## src/rtl/adcseq_pkg.sv

```systemverilog
package adcseq_pkg;

  typedef enum logic [3:0] {
    ST_IDLE,
    ST_CS_SETUP,
    ST_WR_LOW,
    ST_WR_REL,
    ST_WAIT_EOC,
    ST_RD_LOW,
    ST_CAPTURE,
    ST_CS_HOLD,
    ST_WAIT_REARM
  } seq_state_t;

  function automatic int unsigned max_of(input int unsigned a, input int unsigned b);
    return (a > b) ? a : b;
  endfunction

  function automatic int unsigned bits_for(input int unsigned v);
    return (v < 1) ? 1 : $clog2(v + 1);
  endfunction

  // chip select low during the whole bus transaction, including the EOC wait
  function automatic logic cs_active(input seq_state_t s);
    return s inside {ST_CS_SETUP, ST_WR_LOW, ST_WR_REL, ST_WAIT_EOC,
                     ST_RD_LOW, ST_CAPTURE, ST_CS_HOLD};
  endfunction

  function automatic logic wr_active(input seq_state_t s);
    return s == ST_WR_LOW;
  endfunction

  function automatic logic rd_active(input seq_state_t s);
    return s == ST_RD_LOW;
  endfunction

endpackage

```

## src/rtl/adcseq_sync.sv

```systemverilog
module adcseq_sync #(
  parameter int unsigned STAGES    = 2,
  parameter logic        RESET_VAL = 1'b1
) (
  input  logic clk,
  input  logic rst_n,
  input  logic d_i,
  output logic q_o
);
  logic [STAGES-1:0] shreg;

  always_ff @(posedge clk or negedge rst_n) begin
    if (!rst_n) shreg <= {STAGES{RESET_VAL}};
    else        shreg <= {shreg[STAGES-2:0], d_i};
  end

  assign q_o = shreg[STAGES-1];
endmodule

```

## src/rtl/adcseq_timer.sv

```systemverilog
module adcseq_timer #(
  parameter int unsigned CNT_W = 8
) (
  input  logic             clk,
  input  logic             rst_n,
  input  logic             load_i,
  input  logic [CNT_W-1:0] load_val_i,
  output logic             zero_o
);
  logic [CNT_W-1:0] cnt_q;

  always_ff @(posedge clk or negedge rst_n) begin
    if (!rst_n)              cnt_q <= '0;
    else if (load_i)         cnt_q <= load_val_i;
    else if (cnt_q != '0)    cnt_q <= cnt_q - 1'b1;
  end

  assign zero_o = (cnt_q == '0);
endmodule

```

## src/rtl/adcseq_fsm.sv

```systemverilog
module adcseq_fsm
  import adcseq_pkg::*;
#(
  parameter int unsigned CS_SETUP    = 2,
  parameter int unsigned WR_LOW      = 3,
  parameter int unsigned RD_ACC      = 3,
  parameter int unsigned CS_HOLD     = 2,
  parameter int unsigned EOC_TIMEOUT = 1000,
  parameter int unsigned CNT_W       = 10
) (
  input  logic             clk,
  input  logic             rst_n,
  input  logic             start_i,
  input  logic             eoc_n_s_i,
  input  logic             tmr_zero_i,
  output seq_state_t       state_d_o,
  output logic             tmr_load_o,
  output logic [CNT_W-1:0] tmr_val_o,
  output logic             capture_o,
  output logic             timeout_o
);
  seq_state_t state_q, state_d;

  // cycles to spend in a state, minus one, loaded on entry
  function automatic logic [CNT_W-1:0] dwell_of(input seq_state_t s);
    case (s)
      ST_CS_SETUP:   return CNT_W'(CS_SETUP - 1);
      ST_WR_LOW:     return CNT_W'(WR_LOW - 1);
      ST_WAIT_EOC:   return CNT_W'(EOC_TIMEOUT - 1);
      ST_RD_LOW:     return CNT_W'(RD_ACC - 1);
      ST_CS_HOLD:    return CNT_W'(CS_HOLD - 1);
      ST_WAIT_REARM: return CNT_W'(EOC_TIMEOUT - 1);
      default:       return '0;
    endcase
  endfunction

  always_comb begin
    state_d   = state_q;
    capture_o = 1'b0;
    timeout_o = 1'b0;
    case (state_q)
      ST_IDLE:     if (start_i)    state_d = ST_CS_SETUP;
      ST_CS_SETUP: if (tmr_zero_i) state_d = ST_WR_LOW;
      ST_WR_LOW:   if (tmr_zero_i) state_d = ST_WR_REL;
      ST_WR_REL:                   state_d = ST_WAIT_EOC;
      ST_WAIT_EOC: begin
        if (!eoc_n_s_i)            state_d = ST_RD_LOW;
        else if (tmr_zero_i) begin
          state_d   = ST_IDLE;
          timeout_o = 1'b1;
        end
      end
      ST_RD_LOW: begin
        if (tmr_zero_i) begin
          state_d   = ST_CAPTURE;
          capture_o = 1'b1;
        end
      end
      ST_CAPTURE:                  state_d = ST_CS_HOLD;
      ST_CS_HOLD:  if (tmr_zero_i) state_d = ST_WAIT_REARM;
      ST_WAIT_REARM: begin
        if (eoc_n_s_i)             state_d = ST_IDLE;
        else if (tmr_zero_i) begin
          state_d   = ST_IDLE;
          timeout_o = 1'b1;
        end
      end
      default:                     state_d = ST_IDLE;
    endcase
  end

  always_ff @(posedge clk or negedge rst_n) begin
    if (!rst_n) state_q <= ST_IDLE;
    else        state_q <= state_d;
  end

  assign tmr_load_o = (state_d != state_q);
  assign tmr_val_o  = dwell_of(state_d);
  assign state_d_o  = state_d;
endmodule

```

## src/rtl/adcseq_ctrl.sv

```systemverilog
module adcseq_ctrl
  import adcseq_pkg::*;
#(
  parameter int unsigned DATA_W      = 10,
  parameter int unsigned CS_SETUP    = 2,
  parameter int unsigned WR_LOW      = 3,
  parameter int unsigned RD_ACC      = 3,
  parameter int unsigned CS_HOLD     = 2,
  parameter int unsigned EOC_TIMEOUT = 1000,
  parameter int unsigned SYNC_STAGES = 2
) (
  input  logic              clk,
  input  logic              rst_n,
  input  logic              start_i,
  output logic              busy_o,
  output logic              valid_o,
  output logic [DATA_W-1:0] data_o,
  output logic              err_o,
  output logic              adc_cs_n_o,
  output logic              adc_wr_n_o,
  output logic              adc_rd_n_o,
  input  logic              adc_eoc_n_i,
  input  logic [DATA_W-1:0] adc_data_i
);
  localparam int unsigned MAX_DWELL =
    max_of(max_of(max_of(CS_SETUP, WR_LOW), max_of(RD_ACC, CS_HOLD)), EOC_TIMEOUT);
  localparam int unsigned CNT_W = bits_for(MAX_DWELL);

  // named internal events, observed by the bound checker
  logic             eoc_sync;
  logic             ev_timeout;
  logic             ev_capture;
  logic             tmr_load;
  logic             tmr_zero;
  logic [CNT_W-1:0] tmr_val;
  seq_state_t       state_d;

  adcseq_sync #(.STAGES(SYNC_STAGES), .RESET_VAL(1'b1)) u_sync (
    .clk   (clk),
    .rst_n (rst_n),
    .d_i   (adc_eoc_n_i),
    .q_o   (eoc_sync)
  );

  adcseq_timer #(.CNT_W(CNT_W)) u_timer (
    .clk        (clk),
    .rst_n      (rst_n),
    .load_i     (tmr_load),
    .load_val_i (tmr_val),
    .zero_o     (tmr_zero)
  );

  adcseq_fsm #(
    .CS_SETUP    (CS_SETUP),
    .WR_LOW      (WR_LOW),
    .RD_ACC      (RD_ACC),
    .CS_HOLD     (CS_HOLD),
    .EOC_TIMEOUT (EOC_TIMEOUT),
    .CNT_W       (CNT_W)
  ) u_fsm (
    .clk        (clk),
    .rst_n      (rst_n),
    .start_i    (start_i),
    .eoc_n_s_i  (eoc_sync),
    .tmr_zero_i (tmr_zero),
    .state_d_o  (state_d),
    .tmr_load_o (tmr_load),
    .tmr_val_o  (tmr_val),
    .capture_o  (ev_capture),
    .timeout_o  (ev_timeout)
  );

  // pin-side registers, decoded from the next state so they align with it
  always_ff @(posedge clk or negedge rst_n) begin
    if (!rst_n) begin
      adc_cs_n_o <= 1'b1;
      adc_wr_n_o <= 1'b1;
      adc_rd_n_o <= 1'b1;
      busy_o     <= 1'b0;
      valid_o    <= 1'b0;
      err_o      <= 1'b0;
      data_o     <= '0;
    end else begin
      adc_cs_n_o <= ~cs_active(state_d);
      adc_wr_n_o <= ~wr_active(state_d);
      adc_rd_n_o <= ~rd_active(state_d);
      busy_o     <= (state_d != ST_IDLE);
      valid_o    <= ev_capture;
      err_o      <= err_o | ev_timeout;
      if (ev_capture) data_o <= adc_data_i;
    end
  end
endmodule

```

## config.mk

```make
export PLATFORM = sky130hd
export DESIGN_NAME = adcseq_ctrl
export DESIGN_NICKNAME = d
export VERILOG_FILES = /design/src/rtl/adcseq_pkg.sv /design/src/rtl/adcseq_sync.sv /design/src/rtl/adcseq_timer.sv /design/src/rtl/adcseq_fsm.sv /design/src/rtl/adcseq_ctrl.sv
export SDC_FILE = /design/constraint.sdc
export NUM_CORES = 1
export LEC_CHECK = 0
export ABC_AREA = 1
export CORE_MARGIN = 8
export CORE_UTILIZATION = 35
export DETAILED_ROUTE_END_ITERATION = 12
export SYNTH_ARGS = -nofsm -noshare
export SYNTH_HDL_FRONTEND = slang
export SYNTH_SLANG_ARGS = --single-unit
```

## constraint.sdc

```tcl
create_clock -name clk -period 4.3 [get_ports clk]
set_clock_uncertainty 0.15 [all_clocks]
set_input_delay 0.86 -clock clk [delete_from_list [all_inputs] [get_ports clk]]
set_output_delay 0.86 -clock clk [all_outputs]
set_load 0.05 [all_outputs]
```

# == Word level (Yosys, flattened, before mapping) ==
# Cells that the tools add are included.
# op_classes
muxes,17
n_reduce_logical,9
n_eq_ne,17
n_addsub,1
bitwise_logic,4
div_mod_pow,0
magnitude_cmp,0
n_mul,0
shifts,0
# op_table
operator,count
$pmux 4 s9,1
$eq 4x3->1 const B,8
$mux 4,8
$pmux 10 s3,1
$mux 10,2
$eq 4x2->1 const B,4
$logic_not 10->1,1
$reduce_bool 10->1,1
$sub 10x1->10 const B,1
$eq 4x1->1 const B,2
$eq 4x4->1 const B,2
$reduce_bool 7->1,1
$reduce_or 2->1,3
$logic_not 4->1,1
$mux 1,4
$ne 4x4->1,1
$reduce_bool 4->1,1
$not 1->1,3
$pmux 1 s2,1
$reduce_bool 2->1,1
$or 1x1->1,1
# word_totals
memories,0
ram_bits,0
out_inout_bits,16
rom_bits,0
latchBits,0
elab_cells,58
reg_bits,32
in_bits,14

# == Depth between registers and ports, before layout ==
# Gate-level depths: netlist (run 1).
# logic_depth
depth_word,8
depth_mapped,15
ltp_nobuf,15

# == Cells and area by module ==
# From an unflattened synthesis (run 1), not the netlist that was laid out.
# hier_totals
hier_cells,245
area_unflattened_um2,1931.9
# by_module_without_submodules
module,seq_area_each_um2,area_per_inst_um2,n_inst,cells_per_inst
adcseq_timer,250.2,695.7,1,95
adcseq_ctrl,404.1,638.1,1,59
adcseq_fsm,100.1,545.5,1,89
adcseq_sync,52.6,52.6,1,2

# == Least setup slack after synthesis (run 1) ==
# Ideal clock, no wire load.
# synth_path
kind,register -> register
start,register u_timer.cnt_q[0]
end,register u_timer.cnt_q[1]
setup_slack_ps,2208
n_path_buf,0
t_arrival_ps,1824
required_time_ps,4032
setup_time_ps,118
stages_incl_launch_ff,16
synth_period_minus_slack_ps,2092
path_cell_list,dfrtp_1 inv_1 ha_1 nand2_1 nor2_2 nand3_4 nand2_1 nand2_2 nor2_4 nand3_4 nand2_2 nand2_4 nand3_4 inv_2 nor2_1 nor2_2
# synth_between
elab_chain_len,8
# synth_lines
item,line_no,rtl
start: declaration,adcseq_timer.sv:10,logic [CNT_W-1:0] cnt_q;
start signal: assignment,adcseq_timer.sv:14,else if (load_i) cnt_q <= load_val_i;
start signal: assignment,adcseq_timer.sv:15,else if (cnt_q != '0) cnt_q <= cnt_q - 1'b1;
$logic_not 10->1 (*),adcseq_timer.sv:18,assign zero_o = (cnt_q == '0);
$mux 4,"adcseq_fsm.sv:48, adcseq_fsm.sv:63",
$mux 4 (on tied branches),"adcseq_fsm.sv:62, adcseq_fsm.sv:47",
$pmux 4 s9 (*),adcseq_fsm.sv:41,case (state_q)
net state_d[0],adcseq_ctrl.sv:36,seq_state_t state_d;
"$eq 4x3->1, or another cell as far along",adcseq_fsm.sv:26,case (s)
$reduce_or 2->1 (no line),n/a,
$pmux 10 s3,adcseq_fsm.sv:26,
$mux 10,adcseq_timer.sv:14,
# Mark *: on every way through the listed nets, which the timed path passes. The rest lies on a longest branch. The select of a mux whose other input is x is not followed.
# A chain may end at the register's enable or synchronous reset.

# == Worst setup path in the final report (run 1) ==
# layout_path
start,register adc_rd_n_o
end,output adc_rd_n_o
# layout_rtl
item,line_no,rtl
start: declaration,adcseq_ctrl.sv:21,"output logic adc_rd_n_o,"
start signal: assignment,adcseq_ctrl.sv:86,adc_rd_n_o <= ~rd_active(state_d);
# No word-level cell between the ends.

==> results.md, run 1 <==
- Leak Pwr: 1.063 nW
- Fin. Hold Viols: 0
- Final Cell Area: 2271 µm²
- Initial antenna violation count: 0
- Commonest cells after routing, fill and taps aside: nand2_1 (59), clkdlybuf4s50_1 (29), dfrtp_1 (27)
- Die H: 87.75 µm
- Post-layout min period: 2607 ps
- Metal2 WL: 1.757 mm
- Post-DR wirelength/cell: 12.26 µm
- CTS resizes: 0
- Yosys reg bits: 32
- CTS Buf Count: 5
- Hold depth: 0
- RSZ-0062 raised after global routing: no
- Reg2reg setup slack: 1700 ps
- Gpl congestion: 0.8919
- Mean Syn Cell Area: 8.153 µm²
- Starting Density: 35.73%
- WHS: 206.5 ps
- Cell area after synthesis: 1802 µm²
- Routed Antenna Nets: 0
- Initial drt markers: 128
- Critical path, cell by cell: clkdlybuf4s50_1
- Total Wirelength: 3.998 mm
- Placed Area: 2171 µm²
- Root Buffer: clkbuf_8
- Layout cell share with drive strength beyond 1: 20.31%
- Post-CTS Hold Buffers: 0
- Syn Inst Count: 221
- Filler instances: 505
- Later-pin clock latency in the skew report: 280 ps
- Post-synth net total: 236
- Crit path max-delay cell type: clkdlybuf4s50_1
- First-pass GRT wire length: 7.086 mm
- Slew margin rel.: 53.55%
- Layout area overhead: 26.04%
- Grt total ovfl: 0
- Worst Tran Pin Value: 694.1 ps
- Largest net degree at the start of global routing: 33
- Prevailing post-synth register cell: dfrtp_1
- Final Cycle Share: 60.63%
- Core Rows: 26
- Startpoint types: flop
- Status: completed
- Core area: 5042 µm²
- CP required: 3290 ps
- Peak VDD IR: 0.4094 mV
- Post-synth EDFFs: 0
- Worst Path Arrival: 1600 ps
- Final max-slew violation count: 0
- Vias in the first global route: 1524
- Port Buf Inserts: 29
- Chip Width: 87.75 µm
- CTS tree: built
- Clk sinks: 32
- # IOs: 30
- Distinct cells, synth: 28
- Clk pin slew, worst setup/hold paths: 70 ps
- Seq/Total Area, Yosys: 44.79%
- Post-Route Setup TNS: 0 ps
- Via-to-Cell Ratio: 4.647
- Top Layer Used: met4
- Largest fanout on the critical path: 1
- Family with the most delay on the worst path: buffers and inverters
- Drt drc: 0
- Setup Viol. Count Final: 0
- Asr flop ratio synth: 100.0%
- Post-DP HPWL: 3.013 mm
- Commonest non-fill, non-tap cell in the layout: nand2_1
- Hold crit path type: reg2reg
- Worst Reg-to-Reg Cells: 13
- Total GRT Usage: 11.69%
- Drt pass-1 iters: 6
- YS warnings: 0
- Wire length on met3: 256 µm
- Met1 WL: 1.914 mm
- Worst path bufs/invs: 1
- Power per cell area: 919.6 nW/µm²
- Crit path capture type: output pin
- Fmax: 383.6 MHz
- MaxCap Viol Count: 0
- Clock Tree Buf Depth: 2
- CTS H-Tree Depth: 2
- Crit-path max cell delay: 800 ps
- Critical path class: reg2out
- RR Endpoint: u_timer.cnt_q[9]
- Hold path endpoint: u_sync.shreg[1]
- Nets: 270
- Antenna diode count: 0
- Post-CTS setup repair buffer count: 0
- Worst hold start: u_sync.shreg[0]
- RR Startpoint: u_timer.cnt_q[0]
- Via Count: 1515
- Die area: 7700 µm²
[logic make-up (layout without fill, tap and decap cells)]
family,count (synthesis),count (layout),synth area share [%]
simple gates,134,134,40.42
buf+inv,33,68,7.153
flops,32,32,44.79
compound gates,17,17,5.000
xor+xnor,4,4,1.945
fa+ha+maj,1,1,0.6943
[layer usage]
metal,global-route usage [%],up-vias
met3,4.221,8
met5,0,-
met2,17.17,37
li1,-,769
met1,14.87,701
met4,5.313,0
[power by group]
part           switching [mW]  total, mW  internal, mW
Clock                   0.108      0.254         0.146
Combinational           0.891       1.32         0.427
Sequential             0.0852      0.517         0.432
Total                    1.08       2.09          1.00
[state kept, by name, summed over array words and instances (netlist names), 2 cells and up]
name,flops
data_o,10
u_timer.cnt_q,10
u_sync.shreg,2
u_fsm.state_q,4
[cell usage after synthesis (4+ instances only)]
cell	n	area, µm²
nor2_4	8	90.09
nor2_1	17	63.81
o21ai_1	5	25.02
dfrtp_1	27	675.7
nand4_1	11	68.82
nand2_4	4	45.04
a21oi_1	4	20.02
nand3_1	16	80.08
inv_2	11	41.29
nor2_2	5	31.28
dfstp_2	5	131.4
nand2_1	59	221.5
o21ai_0	6	30.03
inv_1	19	71.32
nand2_2	6	37.54
[metrics by stage]
stage	instances	setup WS, ps	total power, mW	util, %
4_1_cts	326	1673	2.112	45.04
3_3_place_gp	318	1732	1.842	43.05
5_1_grt	326	1425	2.271	45.04
3_5_place_dp	318	1686	1.846	43.05
2_1_floorplan	221	2208	1.537	-
6_report	326	1693	2.088	45.04
[layout make-up]
type                       instances  area, µm²  area share [%]
sequential                        32      807.0           35.54
timing repair buffer              30      297.8           13.11
multi-input combinational        156      865.8           38.13
inverter                          30      112.6           4.959
clock buffer                       8      100.1           4.408
tap                               70      87.58           3.857
[how the worst max path moves through the flow]
stage	start	end	cells past startpoint
after detailed placement	u_timer.cnt_q[0]	u_timer.cnt_q[9]	13
after floorplan	u_timer.cnt_q[0]	u_timer.cnt_q[1]	15
after CTS	adc_rd_n_o	adc_rd_n_o	1
final	adc_rd_n_o	adc_rd_n_o	1
after global placement	start_i	u_timer.cnt_q[9]	11
after global routing	u_timer.cnt_q[0]	u_timer.cnt_q[6]	13
(Power assumes the default switching activity.)
==> run 2, diff against run 1 <==
- clock period: 4.3 -> 2.5 ns (I/O delays scaled with it)
==> results.md, run 2 (synthesis gave the netlist of run 1 again) <==
- Via Count: 1530 (was 1515)
- Worst Reg-to-Reg Cells: 13 (unchanged)
- Setup Viol. Count Final: 0 (unchanged)
- Gpl congestion: 0.9125 (was 0.8919)
- Pint: 1.811 mW (was 1.005 mW)
- Largest net degree at the start of global routing: 33 (unchanged)
- Total GRT Usage: 12.07% (was 11.69%)
- MaxCap Viol Count: 0 (unchanged)
- First-pass GRT wire length: 7.141 mm (was 7.086 mm)
- Placed Area: 2208 µm² (was 2171 µm²)
- Final max-slew violation count: 0 (unchanged)
- Crit path capture type: flop (was output pin)
- Inst Count DP: 323 (was 318)
- CTS tree: built (unchanged)
- Clock share of power: 13.5% (was 12.1%)
- Leak Pwr: 1.090 nW (was 1.063 nW)
- Status: completed (unchanged)
- Layout cell share with drive strength beyond 1: 22.22% (was 20.31%)
- Layout area overhead: 28.75% (was 26.04%)
- Nets: 275 (was 270)
- # IOs: 30 (unchanged)
- Die area: 7700 µm² (unchanged)
- Post-DP HPWL: 3.167 mm (was 3.013 mm)
- Port Buf Inserts: 29 (unchanged)
- Fmax: 429.1 MHz
- Peak VDD IR: 0.6753 mV (was 0.4094 mV)
- Vias in the first global route: 1635 (was 1524)
- Reg2reg setup slack: 170 ps (was 1700 ps)
- Final Cycle Share: 93.21%
- Post-DR wirelength/cell: 12.34 µm (was 12.26 µm)
- Die H: 87.75 µm (unchanged)
- Drt pass-1 iters: 6 (unchanged)
- Seq pwr share: 24.0% (was 24.7%)
- Biggest regs: data_o x10, u_timer.cnt_q x10, u_fsm.state_q x4 (unchanged)
- Antenna diode count: 0 (unchanged)
- Starting Density: 35.73% (unchanged)
- Post-Route Setup TNS: 0 ps (unchanged)
- Post-layout min period: 2330 ps
- CTS Buf Count: 5 (unchanged)
- Hold depth: 0 (unchanged)
- RSZ-0062 raised after global routing: no (unchanged)
- Chip Width: 87.75 µm (unchanged)
- Root Buffer: clkbuf_8 (unchanged)
- Combinational Power Share: 62.5% (was 63.1%)
- CTS resizes: 0 (unchanged)
- Non-filler cells, final: 331 (was 326)
- Initial drt markers: 92 (was 128)
- Clk sinks: 32 (unchanged)
- Critical path class: reg2reg (was reg2out)
- Core Rows: 26 (unchanged)
- Worst Tran Pin Value: 514.5 ps (was 694.1 ps)
- Clock Tree Buf Depth: 2 (unchanged)
- Hold crit path type: reg2reg (unchanged)
- Drt drc: 0 (unchanged)
- Commonest cells after routing, fill and taps aside: nand2_1 (59), clkdlybuf4s50_1 (29), dfrtp_1 (27) (unchanged)
- Total Wirelength: 4.083 mm (was 3.998 mm)
- Slew margin rel.: 65.59% (was 53.55%)
- Commonest non-fill, non-tap cell in the layout: nand2_1 (unchanged)
- Largest fanout on the critical path: 9 (was 1)
- CTS H-Tree Depth: 2 (unchanged)
- Power per cell area: 1601 nW/µm² (was 919.6 nW/µm²)
- Post-CTS Hold Buffers: 0 (unchanged)
- Startpoint types: flop (unchanged)
- Net Switching: 1.902 mW (was 1.083 mW)
- Core area: 5042 µm² (unchanged)
- Switching Fraction: 51.23% (was 51.88%)
- Grt total ovfl: 0 (unchanged)
- Via-to-Cell Ratio: 4.622 (was 4.647)
- Clk pin slew, worst setup/hold paths: 70 ps (about the same)
- Fin. Hold Viols: 0 (unchanged)
- Worst Path Arrival: 2350 ps (was 1600 ps)
- Initial antenna violation count: 0 (unchanged)
- Later-pin clock latency in the skew report: 290 ps (was 280 ps)
- Final Cell Area: 2320 µm² (was 2271 µm²)
- CP required: 2520 ps (was 3290 ps)
- Routed Antenna Nets: 0 (unchanged)
-- run 2: changes by cell type in the layout (fill, tap and decap cells not counted) --
| cell | delta |
|---|---|
| clkinvlp_4 | +1 |
| clkinv_2 | +1 |
| bufinv_16 | +1 |
| clkbuf_8 | -2 |
| clkbuf_1 | -1 |
| buf_4 | +5 |
-- run 2: what timing repair did --
item	CTS	global route
endpoints found under the hold margin	0	0
setup buffers	0	0
endpoints found under the setup margin	0	1
-- run 2: critical path, stage by stage (launching register included) --
cell     delay, ps
dfrtp_1        390
inv_1           80
ha_1           220
nand2_1         80
nor2_2         120
nand3_4        160
inv_1          130
nand3_1        150
nand3_4        180
nand2_2         80
nand2_4        100
nand3_4        150
nor2_4         160
a21oi_1         60
-- run 2: worst paths after layout --
check	to	from
min in group asynchronous	u_fsm.state_q[2]	rst_n
max in group asynchronous	adc_cs_n_o	rst_n
max reg2reg	u_timer.cnt_q[2]	u_timer.cnt_q[0]
min	u_sync.shreg[1]	u_sync.shreg[0]
min reg2reg	u_sync.shreg[1]	u_sync.shreg[0]
max	u_timer.cnt_q[2]	u_timer.cnt_q[0]
-- run 2: metrics by stage --
stage / power, mW / utilization [%] / hold WS [ps] / setup WS, ps
3_5_place_dp: 3.233 / 43.80 / 197.2 / 176.8
5_1_grt: 4.033 / 46.01 / 216.2 / 4.563
4_1_cts: 3.752 / 46.01 / 208.7 / 158.9
6_report: 3.714 / 46.01 / 208.0 / 169.8
3_3_place_gp: 3.209 / 43.80 / 196.4 / 250.4
2_1_floorplan: 2.644 / - / 54.41 / 408.0
-- run 2: cell type report --
cell class	count	area (µm²)
Timing Repair Buffer	35	335.3
Clock inverter	3	42.54
Fill cell	509	2723
Sequential cell	32	807.0
Inverter	30	112.6
Clock buffer	5	68.82
Multi-Input combinational cell	156	865.8
Tap cell	70	87.58
-- run 2: layer usage --
layer	track usage, %	part of all wire [%]
met1	13.90	45
met4	6.406	2.7
met5	0	0
met2	18.67	46
met3	4.972	6.1
-- run 2: power groups by stage --
stage	combinational, mW	clock, mW	sequential (mW)
floorplan	1.39	0	1.25
CTS	2.34	0.520	0.891
finish	2.32	0.503	0.891
global route	2.57	0.544	0.920
detailed placement	2.33	0	0.899
global placement	2.32	0	0.894
==> run 3, diff against run 2 <==
- MAX_ROUTING_LAYER: default -> met4
- SLEW_MARGIN: default -> 10
- clock period: 2.5 -> 2.4 ns (I/O delays scaled with it)
==> results.md, run 3 (synthesis gave the netlist of run 1 again) <==
- Clock Tree Buf Depth: 2 (unchanged)
- Layout cell share with drive strength beyond 1: 24.43% (was 22.22%)
- Grt total ovfl: 0 (unchanged)
- Power per cell area: 1653 nW/µm² (was 1601 nW/µm²)
- RR Startpoint: u_timer.cnt_q[0] (unchanged)
- Antenna diode count: 0 (unchanged)
- Chip Width: 87.75 µm (unchanged)
- CP required: 2420 ps (was 2520 ps)
- Drt pass-1 iters: 4 (was 6)
- Die area: 7700 µm² (unchanged)
- Family with the most delay on the worst path: simple AND/OR/NAND/NOR gates (unchanged)
- Post-layout min period: 2232 ps (was 2330 ps)
- Worst path bufs/invs: 1 (was 2)
- Critical path, cell by cell: inv_1, ha_4, nand2_1, nor2_4, nand3_4, nand2_2, nand2_2, nor2_4, nand4_1, nand2_4, nand3_4, nor2_4, a21oi_1 (was inv_1, ha_1, nand2_1, nor2_2, nand3_4, inv_1, nand3_1, nand3_4, nand2_2, nand2_4, nand3_4, nor2_4, a21oi_1)
- RR Endpoint: u_timer.cnt_q[7] (was u_timer.cnt_q[2])
- Leak Pwr: 1.083 nW (was 1.090 nW)
- Post-Route Setup TNS: 0 ps (unchanged)
- Levels on crit path: 13 (unchanged)
- Post-DR wirelength/cell: 12.20 µm (was 12.34 µm)
- Worst Path Arrival: 2250 ps (was 2350 ps)
- Crit path max-delay cell type: dfrtp_1 (unchanged)
- Crit-path max cell delay: 390 ps (about the same)
- Layout area overhead: 29.86% (was 28.75%)
- Commonest cells after routing, fill and taps aside: nand2_1 (57), clkdlybuf4s50_1 (29), dfrtp_1 (27) (was nand2_1 (59), clkdlybuf4s50_1 (29), dfrtp_1 (27))
- Peak VDD IR: 0.7250 mV (was 0.6753 mV)
- Starting Density: 35.73% (unchanged)
- Root Buffer: clkbuf_8 (unchanged)
- Biggest regs: data_o x10, u_timer.cnt_q x10, u_fsm.state_q x4 (unchanged)
- Largest fanout on the critical path: 8 (was 9)
- Worst Setup EP: u_timer.cnt_q[7] (was u_timer.cnt_q[2])
- Core Rows: 26 (unchanged)
- Die H: 87.75 µm (unchanged)
- Slew margin rel.: 64.06% (was 65.59%)
- Crit path capture type: flop (unchanged)
- Gpl congestion: 0.8648 (was 0.9125)
- Worst Reg-to-Reg Cells: 13 (unchanged)
- CTS tree: built (unchanged)
- Fmax: 448.0 MHz (was 429.1 MHz)
- Initial antenna violation count: 0 (unchanged)
- CP most frequent cell: nor2_4 (was nand3_4)
- Total GRT Usage: 11.90% (was 12.07%)
- Final max-slew violation count: 0 (unchanged)
- Total power: 3.868 mW (was 3.714 mW)
- Critical path class: reg2reg (unchanged)
- Reg2reg setup slack: 170 ps (about the same)
- Status: completed (unchanged)
- Later-pin clock latency in the skew report: 280 ps (was 290 ps)
- Crit. Startpoint: u_timer.cnt_q[0] (unchanged)
- CTS H-Tree Depth: 2 (unchanged)
- Vias in the first global route: 1575 (was 1635)
- Hold crit path type: reg2reg (unchanged)
- Startpoint types: flop (unchanged)
- Total Wirelength: 4.051 mm (was 4.083 mm)
- Final Cycle Share: 93.01% (was 93.21%)
- Drt drc: 0 (unchanged)
- Largest net degree at the start of global routing: 33 (unchanged)
- Initial drt markers: 87 (was 92)
- Clk pin slew, worst setup/hold paths: 70 ps (about the same)
- Post-DP HPWL: 2.995 mm (was 3.167 mm)
- Fin. Hold Viols: 0 (unchanged)
- Post-layout util: 46.40% (was 46.01%)
- Via-to-Cell Ratio: 4.620 (was 4.622)
- Commonest non-fill, non-tap cell in the layout: nand2_1 (unchanged)
- Clk sinks: 32 (unchanged)
- # IOs: 30 (unchanged)
- CTS Buf Count: 5 (unchanged)
- Routed Antenna Nets: 0 (unchanged)
- Final critical-path setup slack: 167.7 ps (was 169.8 ps)
- Via Count: 1534 (was 1530)
- First-pass GRT wire length: 7.038 mm (was 7.141 mm)
- Setup Viol. Count Final: 0 (unchanged)
- MaxCap Viol Count: 0 (unchanged)
- Worst Tran Pin Value: 537.4 ps (was 514.5 ps)
- Core area: 5042 µm² (unchanged)
- Port Buf Inserts: 29 (unchanged)
- Nets: 276 (was 275)
- Post-Place Worst Slack: 66.25 ps (was 176.8 ps)
[run 3: cell types whose count changed in the layout (fill, tap and decap cells not counted), sizes merged]
cell    change
clkbuf      +1
bufinv      -1
nand3       +1
[run 3: layout make-up]
class                   instances  area [µm²]
inverters                      30       112.6
multi-input cells             157       912.1
repair buffers                 35       335.3
fillers                       496        2703
clock buffers                   6       72.57
flip-flops and latches         32       807.0
well taps                      70       87.58
clock inverters                 2       12.51
[run 3: power by group]
part	switching, mW	total [mW]	internal [mW]
Combinational	1.67	2.54	0.866
Clock	0.196	0.399	0.202
Sequential	0.160	0.933	0.773
Total	2.03	3.87	1.84
[run 3: what timing repair did]
| action | CTS | global route |
|---|---|---|
| buffers inserted | 0 | 2 |
| hold buffers | 0 | 0 |
| gates resized for setup | 0 | 9 |
| setup endpoints to repair | 0 | 10 |
[run 3: worst min-delay path by stage]
| stage | to | cells after the start | slack [ps] | from |
|---|---|---|---|---|
| global placement | u_sync.shreg[1] | 0 | 200 | u_sync.shreg[0] |
| CTS | u_sync.shreg[1] | 0 | 210 | u_sync.shreg[0] |
| global route | u_sync.shreg[1] | 0 | 210 | u_sync.shreg[0] |
| finish | u_sync.shreg[1] | 0 | 210 | u_sync.shreg[0] |
| detailed placement | u_sync.shreg[1] | 0 | 200 | u_sync.shreg[0] |
| floorplan | busy_o | 0 | 30 | rst_n |
[run 3: per-layer routing]
layer | global-route usage [%] | vias to the layer above | part of all wire (%)
met5 | - | - | 0
met1 | 13.83 | 691 | 45
li1 | - | 785 | -
met2 | 18.74 | 51 | 47
met3 | 3.471 | 7 | 6.4
met4 | 4.844 | 0 | 1.7
[run 3: worst register-to-register path, stage by stage (launching register included)]
cell and delay, ps:
dfrtp_1 390, inv_1 110, ha_4 160, nand2_1 90, nor2_4 130, nand3_4 130
nand2_2 100, nand2_2 60, nor2_4 130, nand4_1 160, nand2_4 140, nand3_4 150
nor2_4 160, a21oi_1 60
[run 3: through the flow]
| stage | instances | hold WS [ps] | cell area, µm² |
|---|---|---|---|
| after floorplan | 221 | 34.41 | 1802 |
| after global placement | 321 | 195.3 | 2193 |
| after detailed placement | 321 | 199.5 | 2193 |
| after CTS | 329 | 208.2 | 2278 |
| after global routing | 332 | 208.9 | 2340 |
| final | 332 | 206.5 | 2340 |
